### src/rtl/corr_bpred_pkg.sv
package corr_bpred_pkg;

   localparam int unsigned DEF_PC_W     = 32;
   localparam int unsigned DEF_PC_SHIFT = 2;
   localparam int unsigned DEF_IDX_W    = 4;
   localparam int unsigned DEF_HIST_W   = 2;
   localparam int unsigned DEF_CTR_W    = 2;

   // Saturating step of a counter of up to 16 bits, clamped to [0, maxv].
   function automatic logic [15:0] sat_step(input logic [15:0] v,
                                            input logic        up,
                                            input logic [15:0] maxv);
      logic [15:0] r;
      r = v;
      if (up) begin
         if (v != maxv) r = v + 16'd1;
      end else begin
         if (v != 16'd0) r = v - 16'd1;
      end
      return r;
   endfunction

endpackage

### src/rtl/bp_sat_ctr.sv
module bp_sat_ctr #(
   parameter int unsigned CTR_W    = 2,
   parameter int unsigned CTR_INIT = 1
) (
   input  logic             clk,
   input  logic             rst_n,
   input  logic             en,
   input  logic             inc,
   output logic [CTR_W-1:0] val
);
   localparam logic [CTR_W-1:0] MAXV = CTR_W'((1 << CTR_W) - 1);

   logic [CTR_W-1:0] q;

   always_ff @(posedge clk) begin
      if (!rst_n)  q <= CTR_W'(CTR_INIT);
      else if (en) q <= CTR_W'(corr_bpred_pkg::sat_step(16'(q), inc, 16'(MAXV)));
   end

   assign val = q;

   // a non-saturated counter moves by exactly one step
   a_r4_step_up: assert property (@(posedge clk) disable iff (!rst_n)
      (en && inc && q != MAXV) |=> (q == CTR_W'($past(q) + 1'b1)));
   a_r4_step_dn: assert property (@(posedge clk) disable iff (!rst_n)
      (en && !inc && q != '0) |=> (q == CTR_W'($past(q) - 1'b1)));
   // no wrap at either end
   a_r4_sat_top: assert property (@(posedge clk) disable iff (!rst_n)
      (en && inc && q == MAXV) |=> (q == MAXV));
   a_r4_sat_bot: assert property (@(posedge clk) disable iff (!rst_n)
      (en && !inc && q == '0) |=> (q == '0));
   // an unselected counter keeps its value
   a_r3_hold_idle: assert property (@(posedge clk) disable iff (!rst_n)
      !en |=> $stable(q));
endmodule

### src/rtl/bp_ghr.sv
module bp_ghr #(
   parameter int unsigned HIST_W = 2
) (
   input  logic              clk,
   input  logic              rst_n,
   input  logic              shift_en,
   input  logic              bit_in,
   output logic [HIST_W-1:0] hist
);
   logic [HIST_W-1:0] q;

   always_ff @(posedge clk) begin
      if (!rst_n)        q <= '0;
      else if (shift_en) q <= {q[HIST_W-2:0], bit_in};
   end

   assign hist = q;

   // newest outcome enters bit 0, older bits move up
   a_r7_shift_in: assert property (@(posedge clk) disable iff (!rst_n)
      shift_en |=> (hist[0] == $past(bit_in)) && (hist[HIST_W-1:1] == $past(hist[HIST_W-2:0])));
   // no update, no history change
   a_r8_hist_hold: assert property (@(posedge clk) disable iff (!rst_n)
      !shift_en |=> $stable(hist));
endmodule

### src/rtl/bp_table.sv
module bp_table #(
   parameter int unsigned SEL_W    = 6,
   parameter int unsigned CTR_W    = 2,
   parameter int unsigned CTR_INIT = 1
) (
   input  logic             clk,
   input  logic             rst_n,
   input  logic             wr_en,
   input  logic [SEL_W-1:0] wr_sel,
   input  logic             wr_inc,
   input  logic [SEL_W-1:0] rd_sel,
   output logic [CTR_W-1:0] rd_ctr
);
   localparam int unsigned N_ENT = 1 << SEL_W;

   logic [CTR_W-1:0] ctr_q [N_ENT];
   logic [N_ENT-1:0] ent_we;

   for (genvar i = 0; i < N_ENT; i++) begin : g_ent
      assign ent_we[i] = wr_en && (wr_sel == SEL_W'(i));
      bp_sat_ctr #(.CTR_W(CTR_W), .CTR_INIT(CTR_INIT)) u_ctr (
         .clk  (clk),
         .rst_n(rst_n),
         .en   (ent_we[i]),
         .inc  (wr_inc),
         .val  (ctr_q[i])
      );
   end

   // Read port sees register outputs, i.e. the value before any write this cycle
   assign rd_ctr = ctr_q[rd_sel];

   // at most one counter is trained per cycle
   a_r3_single_write: assert property (@(posedge clk) disable iff (!rst_n)
      $onehot0(ent_we));
   // no write strobe without a valid update
   a_r8_no_stray_write: assert property (@(posedge clk) disable iff (!rst_n)
      !wr_en |-> (ent_we == '0));
endmodule

### src/rtl/corr_bpred.sv
module corr_bpred #(
   parameter int unsigned PC_W     = corr_bpred_pkg::DEF_PC_W,
   parameter int unsigned PC_SHIFT = corr_bpred_pkg::DEF_PC_SHIFT,
   parameter int unsigned IDX_W    = corr_bpred_pkg::DEF_IDX_W,
   parameter int unsigned HIST_W   = corr_bpred_pkg::DEF_HIST_W,
   parameter int unsigned CTR_W    = corr_bpred_pkg::DEF_CTR_W,
   parameter int unsigned CTR_INIT = 1
) (
   input  logic              clk,
   input  logic              rst_n,
   input  logic [PC_W-1:0]   lk_pc,
   output logic              lk_taken,
   output logic [HIST_W-1:0] lk_hist,
   input  logic              up_valid,
   input  logic [PC_W-1:0]   up_pc,
   input  logic              up_taken,
   input  logic [HIST_W-1:0] up_hist
);
   localparam int unsigned SEL_W = IDX_W + HIST_W;

   if (PC_SHIFT + IDX_W > PC_W) begin : g_bad_pc
      $error("corr_bpred: index field lies outside the PC");
   end
   if (HIST_W < 2 || HIST_W > 12) begin : g_bad_hist
      $error("corr_bpred: HIST_W must be 2..12");
   end
   if (CTR_W < 2 || CTR_W > 8) begin : g_bad_ctr
      $error("corr_bpred: CTR_W must be 2..8");
   end
   if (CTR_INIT >= (1 << CTR_W)) begin : g_bad_init
      $error("corr_bpred: CTR_INIT exceeds counter range");
   end
   if (SEL_W > 10) begin : g_bad_size
      $error("corr_bpred: table too large");
   end

   logic [HIST_W-1:0] ghist;
   logic [SEL_W-1:0]  lk_sel;
   logic [SEL_W-1:0]  up_sel;
   logic [CTR_W-1:0]  lk_ctr;
   logic              unused_pc_bits;

   assign unused_pc_bits = ^{lk_pc, up_pc};

   // Slot bits above the history bits: one group of 2**HIST_W counters per slot
   assign lk_sel = {lk_pc[PC_SHIFT +: IDX_W], ghist};
   assign up_sel = {up_pc[PC_SHIFT +: IDX_W], up_hist};

   bp_ghr #(.HIST_W(HIST_W)) u_ghr (
      .clk     (clk),
      .rst_n   (rst_n),
      .shift_en(up_valid),
      .bit_in  (up_taken),
      .hist    (ghist)
   );

   bp_table #(.SEL_W(SEL_W), .CTR_W(CTR_W), .CTR_INIT(CTR_INIT)) u_tbl (
      .clk   (clk),
      .rst_n (rst_n),
      .wr_en (up_valid),
      .wr_sel(up_sel),
      .wr_inc(up_taken),
      .rd_sel(lk_sel),
      .rd_ctr(lk_ctr)
   );

   assign lk_taken = lk_ctr[CTR_W-1];
   assign lk_hist  = ghist;

   // the first cycle after reset shows an empty history
   a_r1_hist_clear: assert property (@(posedge clk)
      !rst_n |=> (lk_hist == '0));
endmodule

### config.mk
export PLATFORM = sky130hd
export DESIGN_NAME = corr_bpred
export DESIGN_NICKNAME = d
export VERILOG_FILES = /design/src/rtl/corr_bpred_pkg.sv /design/src/rtl/bp_sat_ctr.sv /design/src/rtl/bp_ghr.sv /design/src/rtl/bp_table.sv /design/src/rtl/corr_bpred.sv
export SDC_FILE = /design/constraint.sdc
export NUM_CORES = 1
export LEC_CHECK = 0
export BUFFER_PORTS_ARGS = -buffer_cell sky130_fd_sc_hd__buf_2
export CORE_MARGIN = 3
export CORE_UTILIZATION = 50
export DETAILED_ROUTE_END_ITERATION = 10
export PLACE_DENSITY = 0.69
export SLEW_MARGIN = 5
export SYNTH_ARGS = -nofsm -noshare
export SYNTH_HDL_FRONTEND = slang
export SYNTH_SLANG_ARGS = --single-unit
export TNS_END_PERCENT = 20
### constraint.sdc
create_clock -name clk -period 2.21 [get_ports clk]
set_input_delay 0 -clock clk [delete_from_list [all_inputs] [get_ports clk]]
set_output_delay 0 -clock clk [all_outputs]
set_load 0.01 [all_outputs]
# Word level (Yosys, flattened, before mapping)
# Cells that the tools add are included.
[totals]
reg_bits = 130
latchBits = 0
ram_bits = 0
romBits = 0
in_bits = 70
out_inout_bits = 3
word_cells = 838
n_memories = 0
[op_classes]
add_sub_neg = 128
multipliers = 0
div_mod_pow = 0
n_lt_le_gt_ge = 1
n_eq_ne = 191
shifts = 0
muxes = 195
n_bitwise = 1
reduce_logical = 257
[ops]
columns = ["op", "count"]
rows = [
  ["$mux W2", 194],
  ["$reduce_bool A2 Y1", 128],
  ["$eq A6 B6 Y1 const B", 32],
  ["$reduce_and A3 Y1", 64],
  ["$add A2 B1 Y2 const B", 64],
  ["$ne A2 B1 Y1 const B", 64],
  ["$ne A2 B2 Y1 const B", 64],
  ["$sub A2 B1 Y2 const B", 64],
  ["$eq A6 B5 Y1 const B", 16],
  ["$logic_and A1 B1 Y1", 64],
  ["$eq A6 B4 Y1 const B", 8],
  ["$eq A6 B3 Y1 const B", 4],
  ["$bmux W2 S6", 1],
  ["$eq A6 B2 Y1 const B", 2],
  ["$ge A7 B7 Y1 const B", 1],
  ["$not A6 Y7", 1],
  ["$eq A6 B1 Y1 const B", 1],
  ["$logic_not A6 Y1", 1],
]

# Depth between registers and ports, before layout
# Gate-level depths: netlist (run 1).
[logic_depth]
word_depth = 4
depth_mapped = 7
ltp_nobuf = 4

# By module
# From an unflattened synthesis (run 1), not the netlist that was laid out.
[unflattened]
hier_cells = 1022
area_unflattened_um2 = 7748.7
[modules_own_cells]
columns = ["mod", "instances", "cells_each", "area_per_inst_um2", "seq_area_each_um2"]
rows = [
  ["bp_sat_ctr", 64, 13, 96.3, 40.0],
  ["bp_table", 1, 184, 1510.2, 0.0],
  ["bp_ghr", 1, 6, 72.6, 40.0],
]

# Worst setup path before layout (run 1)
# No wires, ideal clock.
[synth_timing]
path_type = "reg2out"
startpoint = "register u_ghr.q[0], in the netlist u_ghr.hist[0]"
endpoint = "output port lk_taken"
arrival_ps = 1789
t_required_ps = 2210
setup_slack_ps = 421
path_stages_with_launch = 7
path_buffers = 2
cell_sequence = "dfxtp_1 buf_2 buf_2 mux4_2 a22o_1 a211oi_1 nor3_1"
[synth_via]
elab_chain_len = 4
[synth_rtl]
columns = ["element", "line_no", "text"]
rows = [
  ["start: declaration", "bp_ghr.sv:10", "logic [HIST_W-1:0] q;"],
  ["start signal: assignment", "bp_ghr.sv:14", "else if (shift_en) q <= {q[HIST_W-2:0], bit_in};"],
  ["$not A6 Y7 (implied by the code)", "bp_table.sv:31", "assign rd_ctr = ctr_q[rd_sel];"],
  ["$bmux W2 S6", "bp_table.sv:31", ""],
  ["$mux W2 (implied by the code) (2 in series)", "bp_table.sv:31", ""],
  ["end: declaration", "corr_bpred.sv:12", "output logic lk_taken,"],
]
# No other way between the ends. The select of a mux whose other input is x is not followed.

# Worst setup path in the final report (run 1)
# Same ends and word-level chain as after synthesis.

==> results by stage, run 1 <==
Run status:
- The run finished, with violations left.
- The checks that failed: negative setup slack.

Detailed routing:
- The count of antenna-violating nets left after detailed routing is 0.
- The average via count per standard cell is 6.596.
- For this block, the via count after detailed routing is 7143.
- The length of the first detailed-routing pass in iterations is 5.
- The remaining routing DRC violations is 0.
- The detail-routed net length per standard cell is 19.12 um.
- For this block, the initial DRC count from the detailed router was 720.
- The total wire length after detailed routing is approximately 21 mm.

Setup path:
- The critical path starts at u_ghr.hist[0].
- The startpoint identified for the worst register-to-register timing path is u_tbl.g_ent[25].u_ctr.val[0].
- The startpoint type of the worst setup path is a flop.
- STA puts the critical path data required time at ~2.2 ns.
- The largest fanout on the critical path is 7.
- The worst setup path category is flop to output pin.
- STA puts the critical path data arrival time at 2.23 ns.
- For the worst flop-to-flop path, the logic depth is 4.
- STA classifies the critical path endpoint as an output pin.

Synth:
- Synthesis inferred 130 register bits.
- For this run, the number of Yosys warnings is 0.
- When the netlist entered floorplanning its net count stood at 991.
- The proportion of synthesized chip area in sequential cells is 0.3509.
- The number of synthesized flops with an enable pin is 0.
- The biggest area contributor in the post-synthesis netlist is sky130_fd_sc_hd__dfxtp_1.
- A synthesized cell averages just over 8 um2.
- Of the post-synthesis cell area, the dominant cell type holds 0.3509.
- The mapped netlist covers 0.007416 mm2.
- The most used flip-flop cell after synthesis is sky130_fd_sc_hd__dfxtp_1.
- The count of unique library cells instantiated by Yosys is 49.
- The number of cells produced by synthesis is about 920.
- In the post-synthesis netlist, the biggest area contributors are sky130_fd_sc_hd__dfxtp_1 (35%), sky130_fd_sc_hd__o21ai_0 (10%), sky130_fd_sc_hd__a21boi_0 (6.6%).
- Of all flip-flops after synthesis, the portion carrying an async set or reset was 0.

Min path:
- The worst min-delay path class is primary input to flop.
- In this run the most critical hold path is launched from rst_n.
- Along the worst hold path, the cell count comes to 2.

STA:
- The highest achievable clock rate is roughly 450 MHz.
- At the pin with the least slew margin, the transition time is 0.7890 ns.
- The hold violation count in the final report was 0.
- Of the available clock period, the critical path in the final layout requires 1.009.
- Measured against its own limit, the worst slew margin works out to 0.4740.
- The final hold slack is between 0.1 and 0.15 ns.
- Setup repair after global routing could not meet its margin everywhere.
- Setup violations remaining at the end of the flow were counted as 1.
- The final critical-path required period is 2.231 ns.
- The worst clock skew is 0.006137 ns.
- After layout, the worst setup slack is -0.02054 ns.
- The final-report max-slew violation count was 0.
- The setup TNS is -0.02054 ns.

Global routing:
- The via count of the first global-routing pass is 6967.
- The overall global routing resource usage is 0.2572.
- The initial antenna violation count is 0.
- The total overflow reported by the global router is 0.
- Entering global routing, the biggest net connects 91 pins.
- The wire length of the first global-routing pass is 33.80 mm.

Placed design:
- The congestion estimate from routability-driven global placement came to 0.8453.
- After detailed placement, the total cell area comes to roughly 0.0075 mm2.
- During placement, the flow inserted port buffers numbering 16.
- Detailed placement finished with a half-perimeter wire length of 13.20 mm.

Run:
- The count of maximum capacitance violations is 0.

Clocking:
- The clock-pin slew of the registers on the worst-case setup and hold paths is ~0.050 ns.
- The clock tree synthesis step divided the H-tree into 4 levels.
- In this run the clock root is driven by a sky130_fd_sc_hd__clkbuf_16.
- In this run, CTS created clock tree buffers numbering 17.
- The clock tree from TritonCTS is done.
- The maximum number of buffers from clock root to sink is 2.
- The later pin in the worst-skew pair is clocked with a latency of around 0.43 ns.
- The tree built by TritonCTS fans out to 130 sinks.

Cells and area:
- The layout overhead on the synthesized area is 10.38%.
- After routing the design area is 0.008185 mm2.
- The post-layout net count is 962.
- The number of antenna diodes in the final layout is 0.
- The library cells used most frequently in the layout, excluding fill and tap cells, are sky130_fd_sc_hd__o21ai_0 (148), sky130_fd_sc_hd__dfxtp_1 (129), sky130_fd_sc_hd__nor2_1 (88), sky130_fd_sc_hd__and3_1 (65), sky130_fd_sc_hd__a21boi_0 (65).
- Leaving out fill and tap cells, the most frequent cell in the layout is sky130_fd_sc_hd__o21ai_0.
- The share of post-route cells with drive strength above 1 is 0.1063.

Power and ir drop:
- The total power after layout is 6.191 mW.
- For this design the ratio of total power to cell area is between 700 and 800 mW/mm2.
- The maximum vdd ir drop is 0.0005831 V.
- For this design the static power due to leakage is 3.095 nW.

Floorplanning:
- The initial utilization of the core area, before any placement, comes to 0.5221.
- The horizontal extent of the die is between 100 and 150 um.
- The die height is 127.8 um.
- The core region is 0.01420 mm2.
- The top-level I/O count is 73.
- The total die area is 0.01633 mm2.
- After floorplanning, the core was divided into 43 placement rows.
worst max-delay path, cell delays in order, from the launching register on:
cell,delay [ns]
sky130_fd_sc_hd__dfxtp_2,0.35
sky130_fd_sc_hd__buf_8,0.15
sky130_fd_sc_hd__mux4_2,0.52
sky130_fd_sc_hd__a22o_1,0.25
sky130_fd_sc_hd__a211oi_1,0.28
sky130_fd_sc_hd__nor3_2,0.11
sky130_fd_sc_hd__buf_2,0.15
per-stage QoR:
step,std cells,setup WS [ns],utilization
2_1_floorplan,921,0.4207,-
3_3_place_gp,1051,0.3106,0.5315
3_5_place_dp,1051,0.3296,0.5315
4_1_cts,1083,-0.01845,0.5759
5_1_grt,1083,-0.07876,0.5763
6_report,1083,-0.02054,0.5763
path summary, 6_finish.rpt:
path                                        to  slack (ns)
setup reg to reg  u_tbl.g_ent[25].u_ctr.val[0]        1.13
hold / removal    u_tbl.g_ent[36].u_ctr.val[0]        0.11
setup / recovery                      lk_taken       -0.02
hold reg to reg   u_tbl.g_ent[40].u_ctr.val[1]        0.49
report_power, final:
| part | switching, mW | internal (mW) | leakage [nW] |
|---|---|---|---|
| registers | 0.178 | 2.50 | 1.06 |
| clock network | 1.01 | 1.81 | 0.284 |
| logic | 0.400 | 0.296 | 1.76 |
flip-flops by register name, summed over array words and instances (netlist names):
| signal | count |
|---|---|
| u_tbl.g_ent.u_ctr.val | 128 |
| u_ghr.hist | 2 |
cells in the mapped netlist (23+ instances only):
cell,n
sky130_fd_sc_hd__nor2_1,88
sky130_fd_sc_hd__nand2_1,60
sky130_fd_sc_hd__a21oi_1,38
sky130_fd_sc_hd__buf_2,28
sky130_fd_sc_hd__o21ai_0,148
sky130_fd_sc_hd__dfxtp_1,130
sky130_fd_sc_hd__a21boi_0,65
sky130_fd_sc_hd__a31oi_1,23
sky130_fd_sc_hd__o311ai_0,32
sky130_fd_sc_hd__and2_1,33
sky130_fd_sc_hd__and3_1,65
sky130_fd_sc_hd__clkbuf_1,52
final cells by class:
cell class              count  area (um2)
flip-flops and latches    130        2604
repair buffers             35       291.5
multi-input cells         702        4466
inverters                   6       22.52
well taps                 180       225.2
fillers                  1239        6018
clock buffers              24       471.7
clock inverters             6       105.1
cell families (layout without fill, tap and decap cells):
logic type             after synthesis  after routing  synth area share
DFF                                130            130            0.3509
muxes                               22             22           0.05669
and+or+nand+nor                    336            336            0.2554
buffers and inverters               89             71           0.04994
AOI/OAI and AO/OA                  344            344            0.2870
timing repair:
action	4_1_cts	5_1_grt
hold endpoints to repair	2	0
gates resized for setup	6	1
setup buffers	1	0
hold buffers	1	0
endpoints found under the setup margin	1	1
routing by layer:
metal / up-vias / global-route usage / share of wire
met2: 230 / 0.4353 / 0.49
met5: - / 0 / 0
met3: 52 / 0.05000 / 0.059
met1: 3500 / 0.3150 / 0.42
met4: 0 / 0.1205 / 0.026
li1: 3361 / - / -
Note: power is estimated with default switching activity, not from simulation.
==> run 2: changes to the inputs <==
- ABC_AREA: not set -> 1
- PLACE_DENSITY: 0.69 -> 0.7
- clock period: 2.21 -> 2.3 ns (I/O delays scaled with it)
==> results by stage, run 2 <==
Synth:
- Ranked by instance count, the synthesized netlist is headed by sky130_fd_sc_hd__nand2_1 (221), sky130_fd_sc_hd__dfxtp_1 (130), sky130_fd_sc_hd__a21oi_1 (117).
- The most used flip-flop cell after synthesis is sky130_fd_sc_hd__dfxtp_1.
- The number of cells produced by synthesis is 1026.
- The biggest area contributor in the post-synthesis netlist is sky130_fd_sc_hd__dfxtp_1.
- The most used standard cell by instance count after synthesis is sky130_fd_sc_hd__nand2_1.
- Summing every instance area after synthesis gives 0.006782 mm2.
- In this run the mean area of a mapped cell was 6.610 um2.
- The count of unique library cells instantiated by Yosys is 32.
- Of the synthesized area, sequential elements account for 0.3838.
- Counting every net in the synthesized netlist gives 1096.
- Yosys mapped a number of flops with a built-in enable equal to 0.
- After synthesis, the share of flip-flops with an asynchronous set or reset is 0.
- The total of flip-flops plus latches after synthesis is 130.
- The share of the synthesized area in the top cell type is 0.3838.
- In the post-synthesis netlist, the biggest area contributors are sky130_fd_sc_hd__dfxtp_1 (38%), sky130_fd_sc_hd__nand2_1 (12%), sky130_fd_sc_hd__a21oi_1 (8.6%).
- The Yosys step of the flow raised 0 warnings.

Placed design:
- The weighted congestion at the end of routability-driven global placement is 0.8828.
- The pre-CTS worst setup slack is between 0.7 and 0.8 ns.
- Detailed placement finished with a half-perimeter wire length of 11.38 mm.
- Counting tap cells, the placed design contains a total of 1183 instances.
- The placed cell area is 0.007037 mm2.
- Buffers placed on the I/O ports in this run total 16.

Floorplanning:
- The initialized floorplan defines 41 standard-cell rows.
- The initial cell density of the core is 0.5246.
- The die is 122.5 um tall.
- The die covers 0.01500 mm2.
- The core region is 0.01293 mm2.
- Measured along the x axis, the die boundary spans 122.5 um.
- For this design the top-level I/O count stands at 73.

Detailed routing:
- In this run, the number of DRC markers left after iteration 0 of detailed routing was 500.
- The count of antenna-violating nets left after detailed routing is 0.
- The length of the first detailed-routing pass in iterations is 6.
- The remaining routing DRC violations is 0.
- The routed layout has 6740 vias.
- The detail-routed net length per standard cell is between 10 and 15 um.
- For this block, the routed nets add up to 17.35 mm of wire.
- In the routed layout, each cell is associated on average with a via count of 5.543.

STA:
- Clock skew on the completed layout was measured at 0.006630 ns.
- The final count of negative-setup-slack endpoints is 0.
- The final critical-path required period is ~2.0 ns.
- Based on the critical path, the design can be clocked at up to 493.8 MHz.
- At the pin with the least slew margin, the transition time is 0.5761 ns.
- After layout, the worst setup slack is 0.2750 ns.
- The final-report max-slew violation count came to 0.
- Dividing the final minimum period by the clock period gives 0.8804.
- The hold violation count in the final report came to 0.
- The setup TNS is 0 ns.
- The relative slew slack is 0.6145.
- Setup repair after global routing left no endpoint under its margin.

Setup path:
- Walking the worst path, the cells encountered are inv_1, buf_4, nand3_1, nand3_1, nand2_1, nand2_1, nand3_1, nand3_1, nand2_1, buf_2.
- The largest fanout on the critical path is 13.
- Data on the critical path arrives at its endpoint at between 2 and 2.5 ns.
- For this design, the slowest cell found on the critical path is sky130_fd_sc_hd__inv_1.
- The worst setup path category is flop to output pin.
- The total buffers and inverters traversed by the critical path is 3.
- The cell seen most often among critical-path stages is sky130_fd_sc_hd__nand3_1.
- The worst setup path is launched from a flop.
- The largest single stage delay on the critical path is 0.40 ns.
- For the worst setup path, the data required time is 2.30 ns.
- The type of element capturing the critical path is an output pin.
- The family of cells with the greatest summed delay on the critical path is buffers and inverters.

Clocking:
- The buffer type at the clock tree root is sky130_fd_sc_hd__clkbuf_16.
- The clock tree synthesis step divided the H-tree into 4 levels.
- Clock latency on the worst-skew pair, taken at its later pin, is approximately 0.43 ns.
- The number of buffers inserted during clock tree synthesis is 17.
- The maximum number of buffers from clock root to sink is 2.
- Clock-pin slew was measured on the worst setup and hold paths at 0.06 ns.
- The clock tree from TritonCTS is done.
- The clock sink total is 130.
- The number of setup buffers added after CTS is 0.

Power and ir drop:
- Power spread over the standard cell area amounts to 699.0 mW/mm2.
- Summed over all nets, the switching power comes to 1.258 mW.
- The net switching share of the total power is 0.2359.
- The internal power summed over all cells is 4.076 mW.
- Of the total power, registers draw 0.428.
- Of the total power, combinational logic draws 0.074.
- The maximum vdd ir drop is 0.0006059 V.
- The clock share of power is 0.498.
- The leakage power of the design is 3.165 nW.

Min path:
- The worst min-delay path class is primary input to flop.

Cells and area:
- The non-filler instance count after layout is approximately 1200.
- Leaving out fill and tap cells, the most frequent cell in the layout is sky130_fd_sc_hd__nand2_1.
- The library cells used most frequently in the layout, excluding fill and tap cells, are sky130_fd_sc_hd__nand2_1 (221), sky130_fd_sc_hd__dfxtp_1 (130), sky130_fd_sc_hd__a21oi_1 (117), sky130_fd_sc_hd__nor2_1 (114), sky130_fd_sc_hd__inv_1 (95).
- The antenna cell count is 0.
- The layout overhead on the synthesized area is 12.53%.
- The post-layout net count is about 1100.
- After routing the design area is roughly 0.0076 mm2.
- The register with the most flip-flops in the layout has approximately 130 of them.
- In the final layout, the share of cells above drive strength 1 is 0.08525.

Global routing:
- The initial antenna violation count came to 0.
- The first global-routing pass estimated 29.07 mm of wire.
- The total overflow reported by the global router is 0.
- The via count of the first global-routing pass came to 5890.
- Across every metal layer, demand over resource in global routing totals 0.2447.
- Entering global routing, the biggest net connects 100 pins.

Run status:
- The flow ran to the end, and the final reports show no timing, DRC or antenna violations.

Run:
- Across the run, the number of max-cap violations was 0.
==> run 2: changes by cell type after synthesis, sizes merged, moves of 56 or more <==
| cell | before | now |
|---|---|---|
| nand2 | 60 | 223 |
| inv | 6 | 100 |
| a21oi | 38 | 117 |
| nand3 | 5 | 77 |
| and3 | 65 | 0 |
| a21boi | 65 | 2 |
| o21ai | 150 | 94 |
==> run 2: repair_timing <==
action / 4_1_cts / 5_1_grt
gates resized for setup: 0 / 0
hold buffers: 2 / 0
hold endpoints to repair: 7 / 0
==> run 2: path summary, 6_finish.rpt <==
kind / start / to / slack, ns / depth (start not counted)
max: u_ghr.hist[1] / lk_taken / 0.28 / 10
min: up_pc[5] / u_tbl.g_ent[18].u_ctr.val[1] / 0.04 / 4
max reg2reg: u_tbl.g_ent[42].u_ctr.val[1] / u_tbl.g_ent[42].u_ctr.val[0] / 1.25 / 3
min reg2reg: u_tbl.g_ent[40].u_ctr.val[0] / u_tbl.g_ent[40].u_ctr.val[0] / 0.47 / 2
==> run 2: cell families after synthesis <==
logic type	count (synthesis)	share of synthesized area
AND/OR/NAND/NOR	451	0.2830
AO/OA/AOI/OAI	296	0.2476
flip-flops	130	0.3838
buffers and inverters	149	0.08561
==> run 2: final cells by class <==
cell class | instances | area, um2
Clock inverter | 5 | 75.07
Clock buffer | 26 | 499.2
Inverter | 100 | 377.9
Tap cell | 172 | 215.2
Sequential cell | 130 | 2603
Timing Repair Buffer | 36 | 262.8
Fill cell | 1234 | 5296
Multi-Input combinational cell | 747 | 3598
==> run 2: power by group through the flow <==
stage	combinational, mW	sequential [mW]	clock, mW
floorplan	0.259	2.33	0
global placement	0.384	2.33	0
detailed placement	0.387	2.33	0
CTS	0.392	2.28	2.69
global route	0.439	2.28	2.78
finish	0.394	2.28	2.66
==> run 2: per-layer routing <==
metal,up-vias,track usage,wire [um]
met4,0,0.07068,225
met3,19,0.06037,981
met5,-,0,0
met1,3065,0.3380,8312
li1,3483,-,-
met2,173,0.3803,7826
==> run 2: through the flow <==
step | utilization | total power, mW | hold WS, ns
detailed placement | 0.5443 | 2.717 | 0.2728
CTS | 0.5903 | 5.363 | 0.03624
finish | 0.5903 | 5.334 | 0.03763
floorplan | - | 2.587 | 0.09029
global route | 0.5903 | 5.507 | 0.08608
global placement | 0.5443 | 2.714 | 0.2719
==> run 2: worst min-delay path, stage by stage <==
cell                      delay [ns]
sky130_fd_sc_hd__buf_2          0.16
sky130_fd_sc_hd__nor3_4         0.11
sky130_fd_sc_hd__nand3_1        0.07
sky130_fd_sc_hd__a21oi_1        0.06
